$ cat src/rtl/tsc_cmp_pkg.sv
package tsc_cmp_pkg;

  localparam logic [1:0] DR_DIFF  = 2'b10;
  localparam logic [1:0] DR_EQUAL = 2'b01;

  // leftmost leaf below a heap node
  function automatic int unsigned first_leaf(int unsigned node, int unsigned leaves);
    int unsigned f;
    f = node;
    for (int i = 0; i < 32; i++) begin
      if (f < leaves) f = f << 1;
    end
    return f;
  endfunction

  // node covers at least one real operand bit
  function automatic bit node_real(int unsigned node, int unsigned leaves, int unsigned n);
    return (first_leaf(node, leaves) - leaves) < n;
  endfunction

endpackage

$ cat src/rtl/tsc_xor_cell.sv
module tsc_xor_cell (
  input  logic a_t_i,
  input  logic a_f_i,
  input  logic b_t_i,
  input  logic b_f_i,
  output logic d_t_o,
  output logic d_f_o
);

  assign d_t_o = (a_t_i & b_f_i) | (a_f_i & b_t_i);
  assign d_f_o = (a_t_i & b_t_i) | (a_f_i & b_f_i);


  always_comb begin
    if ((a_t_i ^ a_f_i) && (b_t_i ^ b_f_i)) begin
      xor_code_chk: assert (d_t_o ^ d_f_o);
    end
  end

endmodule

$ cat src/rtl/tsc_or_cell.sv
module tsc_or_cell (
  input  logic x_t_i,
  input  logic x_f_i,
  input  logic y_t_i,
  input  logic y_f_i,
  output logic o_t_o,
  output logic o_f_o
);

  // true rail sees only true rails, false rail only false rails
  assign o_t_o = x_t_i | y_t_i;
  assign o_f_o = x_f_i & y_f_i;


  always_comb begin
    if ((x_t_i ^ x_f_i) && (y_t_i ^ y_f_i)) begin
      or_code_chk: assert (o_t_o ^ o_f_o);
    end
  end

endmodule

$ cat src/rtl/tsc_fault_tap.sv
module tsc_fault_tap #(
  parameter int unsigned NET_W = 5,
  parameter int unsigned ID    = 0
) (
  input  logic             net_i,
  input  logic             en_i,
  input  logic [NET_W-1:0] sel_i,
  input  logic             val_i,
  output logic             net_o
);

  localparam logic [NET_W-1:0] ID_V = NET_W'(ID);

  assign net_o = (en_i && (sel_i == ID_V)) ? val_i : net_i;

endmodule

$ cat src/rtl/tsc_eq_tree.sv
module tsc_eq_tree #(
  parameter int unsigned N     = 6,
  parameter int unsigned NET_W = $clog2(N) + 2
) (
  input  logic             clk_i,
  input  logic             rst_ni,
  input  logic [N-1:0]     a_t_i,
  input  logic [N-1:0]     a_f_i,
  input  logic [N-1:0]     b_t_i,
  input  logic [N-1:0]     b_f_i,
  input  logic             flt_en_i,
  input  logic [NET_W-1:0] flt_net_i,
  input  logic             flt_val_i,
  output logic [1:0]       res_o,
  output logic             err_o
);

  import tsc_cmp_pkg::*;

  localparam int unsigned DEPTH  = $clog2(N);
  localparam int unsigned LEAVES = 1 << DEPTH;
  localparam int unsigned NODES  = 2 * LEAVES;

  logic [NODES-1:1] raw_t, raw_f;
  logic [NODES-1:1] nt, nf;
  logic             in_ok;
  logic [1:0]       res_q;
  logic             err_q;

  assign in_ok = (&(a_t_i ^ a_f_i)) & (&(b_t_i ^ b_f_i));

  for (genvar k = 1; k < NODES; k++) begin : g_node
    if (k >= LEAVES) begin : g_leaf
      if (k - LEAVES < N) begin : g_bit
        tsc_xor_cell u_xor (
          .a_t_i (a_t_i[k-LEAVES]),
          .a_f_i (a_f_i[k-LEAVES]),
          .b_t_i (b_t_i[k-LEAVES]),
          .b_f_i (b_f_i[k-LEAVES]),
          .d_t_o (raw_t[k]),
          .d_f_o (raw_f[k])
        );
      end else begin : g_pad
        assign raw_t[k] = 1'b0;
        assign raw_f[k] = 1'b1;
      end
    end else begin : g_merge
      tsc_or_cell u_or (
        .x_t_i (nt[2*k]),
        .x_f_i (nf[2*k]),
        .y_t_i (nt[2*k+1]),
        .y_f_i (nf[2*k+1]),
        .o_t_o (raw_t[k]),
        .o_f_o (raw_f[k])
      );
    end

    if (node_real(k, LEAVES, N)) begin : g_tap
      tsc_fault_tap #(.NET_W(NET_W), .ID(2*k)) u_tap_t (
        .net_i (raw_t[k]),
        .en_i  (flt_en_i),
        .sel_i (flt_net_i),
        .val_i (flt_val_i),
        .net_o (nt[k])
      );
      tsc_fault_tap #(.NET_W(NET_W), .ID(2*k+1)) u_tap_f (
        .net_i (raw_f[k]),
        .en_i  (flt_en_i),
        .sel_i (flt_net_i),
        .val_i (flt_val_i),
        .net_o (nf[k])
      );
    end else begin : g_notap
      assign nt[k] = raw_t[k];
      assign nf[k] = raw_f[k];
    end
  end

  always_ff @(posedge clk_i or negedge rst_ni) begin
    if (!rst_ni) begin
      res_q <= DR_EQUAL;
      err_q <= 1'b0;
    end else begin
      res_q <= {nt[1], nf[1]};
      err_q <= ~in_ok | ~(nt[1] ^ nf[1]);
    end
  end

  assign res_o = res_q;
  assign err_o = err_q;


  cmp_result_chk: assert property (@(posedge clk_i) disable iff (!rst_ni)
    (!flt_en_i && in_ok) |=> (res_o == (($past(a_t_i) != $past(b_t_i)) ? DR_DIFF : DR_EQUAL)));


  bad_input_chk: assert property (@(posedge clk_i) disable iff (!rst_ni)
    !in_ok |=> err_o);


  err_flag_chk: assert property (@(posedge clk_i) disable iff (!rst_ni)
    !err_o |-> (res_o[1] != res_o[0]));


  fault_secure_chk: assert property (@(posedge clk_i) disable iff (!rst_ni)
    in_ok |=> (err_o || (res_o == (($past(a_t_i) != $past(b_t_i)) ? DR_DIFF : DR_EQUAL))));

endmodule

$ cat config.mk
export PLATFORM = sky130hd
export DESIGN_NAME = tsc_eq_tree
export DESIGN_NICKNAME = d
export VERILOG_FILES = /design/src/rtl/tsc_cmp_pkg.sv /design/src/rtl/tsc_xor_cell.sv /design/src/rtl/tsc_or_cell.sv /design/src/rtl/tsc_fault_tap.sv /design/src/rtl/tsc_eq_tree.sv
export SDC_FILE = /design/constraint.sdc
export NUM_CORES = 1
export LEC_CHECK = 0
export BUFFER_PORTS_ARGS = -buffer_cell sky130_fd_sc_hd__buf_2
export CORE_MARGIN = 1
export CORE_UTILIZATION = 52
export CTS_CLUSTER_SIZE = 20
export DETAILED_ROUTE_END_ITERATION = 10
export PLACE_DENSITY = 0.84
export REMOVE_ABC_BUFFERS = 1
export SETUP_SLACK_MARGIN = 0.5
export SYNTH_ARGS = -nofsm -noshare
export SYNTH_HDL_FRONTEND = slang
export SYNTH_HIERARCHICAL = 1
export SYNTH_SLANG_ARGS = --single-unit
$ cat constraint.sdc
create_clock -name clk_i -period 0.8 [get_ports clk_i]
set_clock_uncertainty 0.05 [all_clocks]
set_input_delay 0.16 -clock clk_i [delete_from_list [all_inputs] [get_ports clk_i]]
set_output_delay 0.16 -clock clk_i [all_outputs]
set_load 0.02 [all_outputs]
==> flow_metrics.env, run 1 <==
export IMPL_io_buffers=35
export IMPL_syn_cell_area_um2=1160
export IMPL_cts_buffers=3
export IMPL_status="did not finish"
export IMPL_place_gp_congestion=0.848
export IMPL_clock_sinks=3
export IMPL_io_pins=36
export IMPL_failing_step="global routing (5_1_grt)"
export IMPL_dieHeight_um=49.2
export IMPL_endpoint_type="sequential cell input"
export IMPL_synth_cells=122
export IMPL_yosysSeqAreaShare_pct=6.58
export IMPL_syn_area_per_cell_um2=9.51
export IMPL_synth_cell_types=22
export IMPL_crit_endpoint="err_o$_DFF_PN0_/D"
export IMPL_error_line="[ERROR DPL-0038] Utilization greater than 100%, impossible to legalize"
export IMPL_dp_hpwl_um=3060
export IMPL_root_buffer="clkbuf_4"
export IMPL_fp_dieW_um=49.2
export IMPL_ys_warn_count=6
export IMPL_htree_levels=1
export IMPL_start_util_pct=57.4
export IMPL_grt_max_degree=18
export IMPL_row_count=16
export IMPL_synth_seq_cells=3
export IMPL_clock_tree_buffer_depth=2
## synthesized netlist by cell type, drive strengths merged
| master | count | area share (%) |
|---|---|---|
| dfstp | 1 | 2.3 |
| nand4 | 5 | 2.7 |
| dfrtp | 2 | 4.3 |
| or2 | 7 | 3.8 |
| mux2 | 24 | 24 |
| conb | 2 | 0.65 |
| nor3 | 9 | 7.3 |
| nor4b | 2 | 2.6 |
| nor3b | 6 | 6.5 |
| nand4b | 8 | 6.0 |
| nand4bb | 3 | 2.9 |
| nand3 | 5 | 2.2 |
| nand3b | 4 | 2.6 |
| xnor2 | 13 | 9.8 |
| and4bb | 7 | 7.6 |
| and2 | 7 | 3.8 |
| nor2 | 3 | 0.97 |
| a22o | 12 | 9.1 |
| nor4 | 2 | 1.1 |
## logic make-up after synthesis
group / count (synthesis) / synth area share, %
other cells: 2 / 0.647
flops: 3 / 6.58
simple gates: 68 / 49.9
compound gates: 12 / 9.06
xor+xnor: 13 / 9.82
mux: 24 / 23.9
## stage by stage
stage	utilization, %	cells	worst slack [ns]	area (µm²)	setup TNS [ns]
2_1_floorplan	-	124	-2.08	1170	-5.00
3_3_place_gp	85.0	230	-2.34	1720	-5.98
3_5_place_dp	85.0	230	-2.43	1720	-6.22
4_1_cts	92.4	236	-2.18	1870	-6.17
## repair_timing
action / CTS
gates resized for setup: 30
setup endpoints to repair: 6
cloned: 0
endpoints found under the hold margin: 3
pin swaps: 13
buffers inserted: 2
==> run 2: changes to the inputs <==
CORE_AREA = 2 2 63 65   (was not set)
CORE_MARGIN = not set   (was 1)
CORE_UTILIZATION = not set   (was 52)
CTS_CLUSTER_SIZE = not set   (was 20)
DIE_AREA = 0 0 65 67   (was not set)
PLACE_DENSITY = not set   (was 0.84)
PLACE_DENSITY_LB_ADDON = 0.15   (was not set)
SETUP_SLACK_MARGIN = not set   (was 0.5)
==> flow_metrics.env, run 2 <==
export IMPL_status="finished with violations"
export IMPL_violations="negative setup slack"
export IMPL_hold_slack_ns=0.211
export IMPL_startpoint_type="primary input"
export IMPL_cp_data_required_time_ns=0.82
export IMPL_root_buffer="clkbuf_8"
export IMPL_drv_slew=0
export IMPL_synth_seq_cells=3
export IMPL_ys_warn_count=6
export IMPL_wl_um=3900
export IMPL_row_count=22
export IMPL_syn_cell_area_um2=1160
export IMPL_p_leak_nw=0.907
export IMPL_cp_common_cell="mux2_4"
export IMPL_drive_above_1_share_pct=68.0
export IMPL_synth_top_area_cell="mux2_2"
export IMPL_drc_errors=0
export IMPL_cts_tree="done"
export IMPL_cts_buffers=3
export IMPL_critPathKind="primary input to flip-flop"
export IMPL_largest_reg_flops=2
export IMPL_dp_hpwl_um=2870
export IMPL_drt_iter0_drc=50
export IMPL_peakVddDrop_mv=0.426
export IMPL_synth_area_leaders="mux2_2, xnor2_1, a22o_1"
export IMPL_worst_path_max_fanout=5
export IMPL_fin_area_um2=2090
export IMPL_power_frac_comb_pct=59.6
export IMPL_grt_pass1_vias=1318
export IMPL_grtUsageTotal_pct=17.2
export IMPL_synthDominantCellAreaShare_pct=20.4
export IMPL_die_area_um2=4360
export IMPL_via_per_inst=5.16
export IMPL_post_drt_wl_per_cell_um=14.4
export IMPL_path_delay_family="simple AND/OR/NAND/NOR gates"
export IMPL_setup_slack_ns=-2.08
export IMPL_io_buffers=35
export IMPL_dr_total_vias=1394
export IMPL_sw_frac_of_total_pct=30.7
export IMPL_final_common_cell="buf_4"
export IMPL_met1_usage_pct=21.4
export IMPL_clock_sinks=3
export IMPL_grt_pass1_wl_um=5910
export IMPL_diodes=0
export IMPL_min_period_over_period_pct=360
export IMPL_start_util_pct=32.2
export IMPL_crit_slowest_cell="mux2_4"
export IMPL_p_switching_w=0.000459
export IMPL_period_minus_slack_ns=2.88
export IMPL_synthArstFlopShare_pct=100
export IMPL_final_nets=256
export IMPL_fillers=306
export IMPL_grt_ovfl_total=0
export IMPL_clock_tree_buffer_depth=2
export IMPL_post_place_ws_ns=-2.46
export IMPL_grt_max_degree=19
export IMPL_yosysMostFrequentCell="mux2_2"
export IMPL_synth_ff_type="dfrtp_1"
export IMPL_final_cell_mix="buf_4, buf_2, mux2_4, xnor2_1, a22o_1"
export IMPL_clockPowerShare_pct=30.0
export IMPL_p_int_w=0.00103
export IMPL_dieHeight_um=67
export IMPL_fmax_mhz=348
export IMPL_powerDensity_nw_per_um2=713
export IMPL_synth_cell_types=22
export IMPL_endpoint_kind="flip-flop"
export IMPL_place_area_um2=1760
export IMPL_grt_use_met2_pct=31.1
export IMPL_fp_dieW_um=65
export IMPL_cp_arrival_ns=2.90
export IMPL_seqPwrFrac_pct=10.4
export IMPL_syn_area_per_cell_um2=9.51
export IMPL_io_pins=36
export IMPL_synthTopCellsByCount="mux2_2, xnor2_1, a22o_1, nand4b_1, nor3_2"
export IMPL_hold_path_class="primary input to async pin"
export IMPL_drtPass1Iterations=4
export IMPL_grtUsageMet3_pct=2.87
export IMPL_hold_viol_final=0
export IMPL_antenna_found_initial=0
export IMPL_crit_chain="buf_6, nand4b_1, nor3_2, mux2_4, or2_1, mux2_4, or2_1, mux2_4, or2_1, mux2_4, xnor2_2, nor4_2, nand4_1"
export IMPL_setup_viol=6
export IMPL_clkTransAtPathRegs_ns=0.03
export IMPL_synth_cells=122
export IMPL_rsz0062_at_grt="yes"
export IMPL_critPathMaxStageDelay_ns=0.31
export IMPL_ant_nets=0
export IMPL_top_usage_layer="met2"
export IMPL_crit_buf_inv=1
export IMPL_htree_levels=1
export IMPL_yosysSeqAreaShare_pct=6.58
export IMPL_core_um2=3610
export IMPL_max_cap_violations=0
export IMPL_synth_edf_count=0
export IMPL_syn2layout_area_growth_pct=80.6
export IMPL_place_gp_congestion=0.854
==> run 2: cell counts after synthesis <==
No cell type changed its count.
==> run 2: routing by layer <==
| metal | part of all wire [%] | vias to the layer above |
|---|---|---|
| met5 | 0 | - |
| met3 | 4.4 | 2 |
| met1 | 45 | 655 |
| li1 | - | 692 |
| met2 | 50 | 45 |
| met4 | 0.44 | 0 |
==> run 2: how the worst max path moves through the flow <==
stage,startpoint,to,slack (ns),cells after the start
after floorplan,flt_net_i[2],err_o,-2.08,12
after global placement,flt_net_i[2],err_o,-2.42,13
after detailed placement,flt_net_i[2],err_o,-2.46,13
after CTS,flt_net_i[2],err_o,-2.05,13
after global routing,flt_net_i[3],err_o,-2.17,14
final,flt_net_i[0],err_o,-2.08,13
==> run 2: power by group through the flow <==
stage / combinational, W / sequential (W) / clock [W]
6_report: 0.000890 / 0.000155 / 0.000448
3_5_place_dp: 0.000725 / 0.000156 / 0
2_1_floorplan: 0.000273 / 0.000158 / 0
4_1_cts: 0.000762 / 0.000155 / 0.000463
3_3_place_gp: 0.000707 / 0.000156 / 0
5_1_grt: 0.000952 / 0.000155 / 0.000483
==> run 2: repair_timing <==
action | 4_1_cts | 5_1_grt
cloned | 0 | 1
buffers inserted | 0 | 10
pin swaps | 8 | 9
endpoints found under the hold margin | 3 | 0
gates resized for setup | 19 | 36
setup endpoints to repair | 6 | 6
hold buffers | 1 | 0
==> run 2: layout make-up <==
type	count	area [µm²]	area share, %
Clock buffer	4	45.0	2.15
Tap cell	48	60.1	2.87
Timing Repair Buffer	94	734	35.1
Multi-Input combinational cell	121	1180	56.3
Sequential cell	3	76.3	3.64
==> run 2: stage by stage <==
step / setup TNS (ns) / util [%] / std cells / power, W
floorplan: -5.00 / - / 124 / 0.000432
global placement: -6.40 / 48.9 / 255 / 0.000864
detailed placement: -6.43 / 48.9 / 255 / 0.000882
CTS: -5.97 / 52.4 / 260 / 0.00138
global route: -6.22 / 58.1 / 270 / 0.00159
finish: -5.95 / 58.1 / 270 / 0.00149
==> run 2: logic make-up (layout without fill, tap and decap cells) <==
logic type / Yosys count / after routing / share of synthesized area, %
buffers and inverters: 0 / 98 / 0
multiplexers: 24 / 24 / 23.9
flip-flops: 3 / 3 / 6.58
other: 2 / 4 / 0.647
AO/OA/AOI/OAI: 12 / 12 / 9.06
XOR/XNOR: 13 / 13 / 9.82
AND/OR/NAND/NOR: 68 / 68 / 49.9
(Power assumes the default switching activity.)
==> run 3: changes to the inputs <==
GPL_TIMING_DRIVEN = 0   (was not set)
==> flow_metrics.env, run 3 (synthesis gave the netlist of run 2 again) <==
export IMPL_hold_viol_final=0
export IMPL_via_per_inst=5.41
export IMPL_dp_hpwl_um=2080
export IMPL_antenna_found_initial=0
export IMPL_drtPass1Iterations=4
export IMPL_final_cell_mix="buf_2, mux2_2, xnor2_1, a22o_1, mux2_4"
export IMPL_p_leak_nw=0.677
export IMPL_rsz0062_at_grt="yes"
export IMPL_io_pins=36
export IMPL_grtUsageTotal_pct=17.3
export IMPL_post_drt_wl_per_cell_um=15.7
export IMPL_wl_um=3440
export IMPL_root_buffer="clkbuf_8"
export IMPL_hold_path_class="primary input to async pin"
export IMPL_start_util_pct=32.2
export IMPL_setup_slack_ns=-2.12
export IMPL_powerDensity_nw_per_um2=742
export IMPL_cp_data_required_time_ns=0.81
export IMPL_dieHeight_um=67
export IMPL_status="finished with violations"
export IMPL_clock_tree_buffer_depth=2
export IMPL_clkTransAtPathRegs_ns=0.03
export IMPL_endpoint_kind="flip-flop"
export IMPL_clock_sinks=3
export IMPL_cp_arrival_ns=2.92
export IMPL_drt_iter0_drc=46
export IMPL_largest_reg_flops=2
export IMPL_fillers=355
export IMPL_final_common_cell="buf_2"
export IMPL_violations="negative setup slack"
export IMPL_critPathKind="primary input to flip-flop"
export IMPL_cts_tree="done"
export IMPL_max_cap_violations=0
export IMPL_htree_levels=1
export IMPL_hold_slack_ns=0.220
export IMPL_row_count=22
export IMPL_diodes=0
export IMPL_multiInputGateArea_um2=1150
export IMPL_setup_viol=6
export IMPL_drc_errors=0
export IMPL_grt_ovfl_total=0
export IMPL_period_minus_slack_ns=2.92
export IMPL_ant_nets=0
export IMPL_worst_path_max_fanout=12
export IMPL_place_gp_congestion=0.681
export IMPL_dr_total_vias=1190
export IMPL_io_buffers=35
export IMPL_fmax_mhz=343
export IMPL_grt_pass1_wl_um=5890
export IMPL_syn2layout_area_growth_pct=52.3
export IMPL_seq_area_um2=76.3
export IMPL_grt_pass1_vias=1232
export IMPL_die_area_um2=4360
export IMPL_fp_dieW_um=65
export IMPL_grt_max_degree=25
export IMPL_fin_util_pct=49.0
export IMPL_core_um2=3610
export IMPL_final_nets=206
export IMPL_min_period_over_period_pct=364
export IMPL_peakVddDrop_mv=0.393
export IMPL_startpoint_type="primary input"
export IMPL_total_power_w=0.00131
export IMPL_drive_above_1_share_pct=56.4
export IMPL_drv_slew=0
export IMPL_cts_buffers=3
run 3: changes by cell type in the layout (fill, tap and decap cells not counted), sizes merged:
cell    previous run  this run
buf               92        40
bufbuf             0         2
run 3: repair_timing:
item                                    4_1_cts  5_1_grt
hold buffers                                  1        0
endpoints found under the hold margin         3        0
endpoints found under the setup margin        6        6
gates resized for setup                      39        6
pin swaps                                    11        1
cloned                                        2        1
setup buffers                                 3        2
run 3: metal layers:
metal  track usage, %  up-vias  wire length (µm)
li1                 -      591                 -
met1             21.6      575              1580
met2             32.1       24              1770
met3             1.18        0                89
met4             3.99        0                 0
met5                0        -                 0
run 3: worst max-delay path: stages:
cell,delay (ns)
buf_16,0.12
nand4b_1,0.19
nor3_2,0.20
mux2_4,0.32
or2_4,0.24
mux2_4,0.26
or2_1,0.21
mux2_2,0.25
or2_1,0.21
mux2_4,0.29
xnor2_2,0.15
nor4_2,0.16
nand4_1,0.16
run 3: stage by stage:
| step | cell area [µm²] | worst slack (ns) | cells | TNS, ns |
|---|---|---|---|---|
| 2_1_floorplan | 1170 | -2.08 | 124 | -5.00 |
| 3_3_place_gp | 1400 | -2.74 | 207 | -6.65 |
| 3_5_place_dp | 1400 | -2.81 | 207 | -6.87 |
| 4_1_cts | 1700 | -2.12 | 217 | -5.67 |
| 5_1_grt | 1770 | -2.23 | 220 | -6.18 |
| 6_report | 1770 | -2.12 | 220 | -5.91 |
run 3: area by class of cell:
class	count	area share [%]
multi-input cells	121	64.9
repair buffers	44	24.9
flip-flops and latches	3	4.32
well taps	48	3.40
clock buffers	4	2.55
run 3: worst paths after layout:
check                      endpoint  slack (ns)  depth (start not counted)         start
min in group clk_i            err_o        0.30                          4      a_f_i[5]
max in group asynchronous  res_o[0]        0.29                          2        rst_ni
setup / recovery              err_o       -2.12                         13  flt_net_i[0]
hold / removal             res_o[1]        0.22                          2        rst_ni
run 3: report_power, final:
group	leakage, nW	internal, W	total (W)	switching [W]
combinational	0.626	0.000424	0.000723	0.000300
clock	0.0228	0.000339	0.000433	0.0000939
sequential	0.0279	0.000155	0.000155	0.000000587
total	0.677	0.000918	0.00131	0.000394
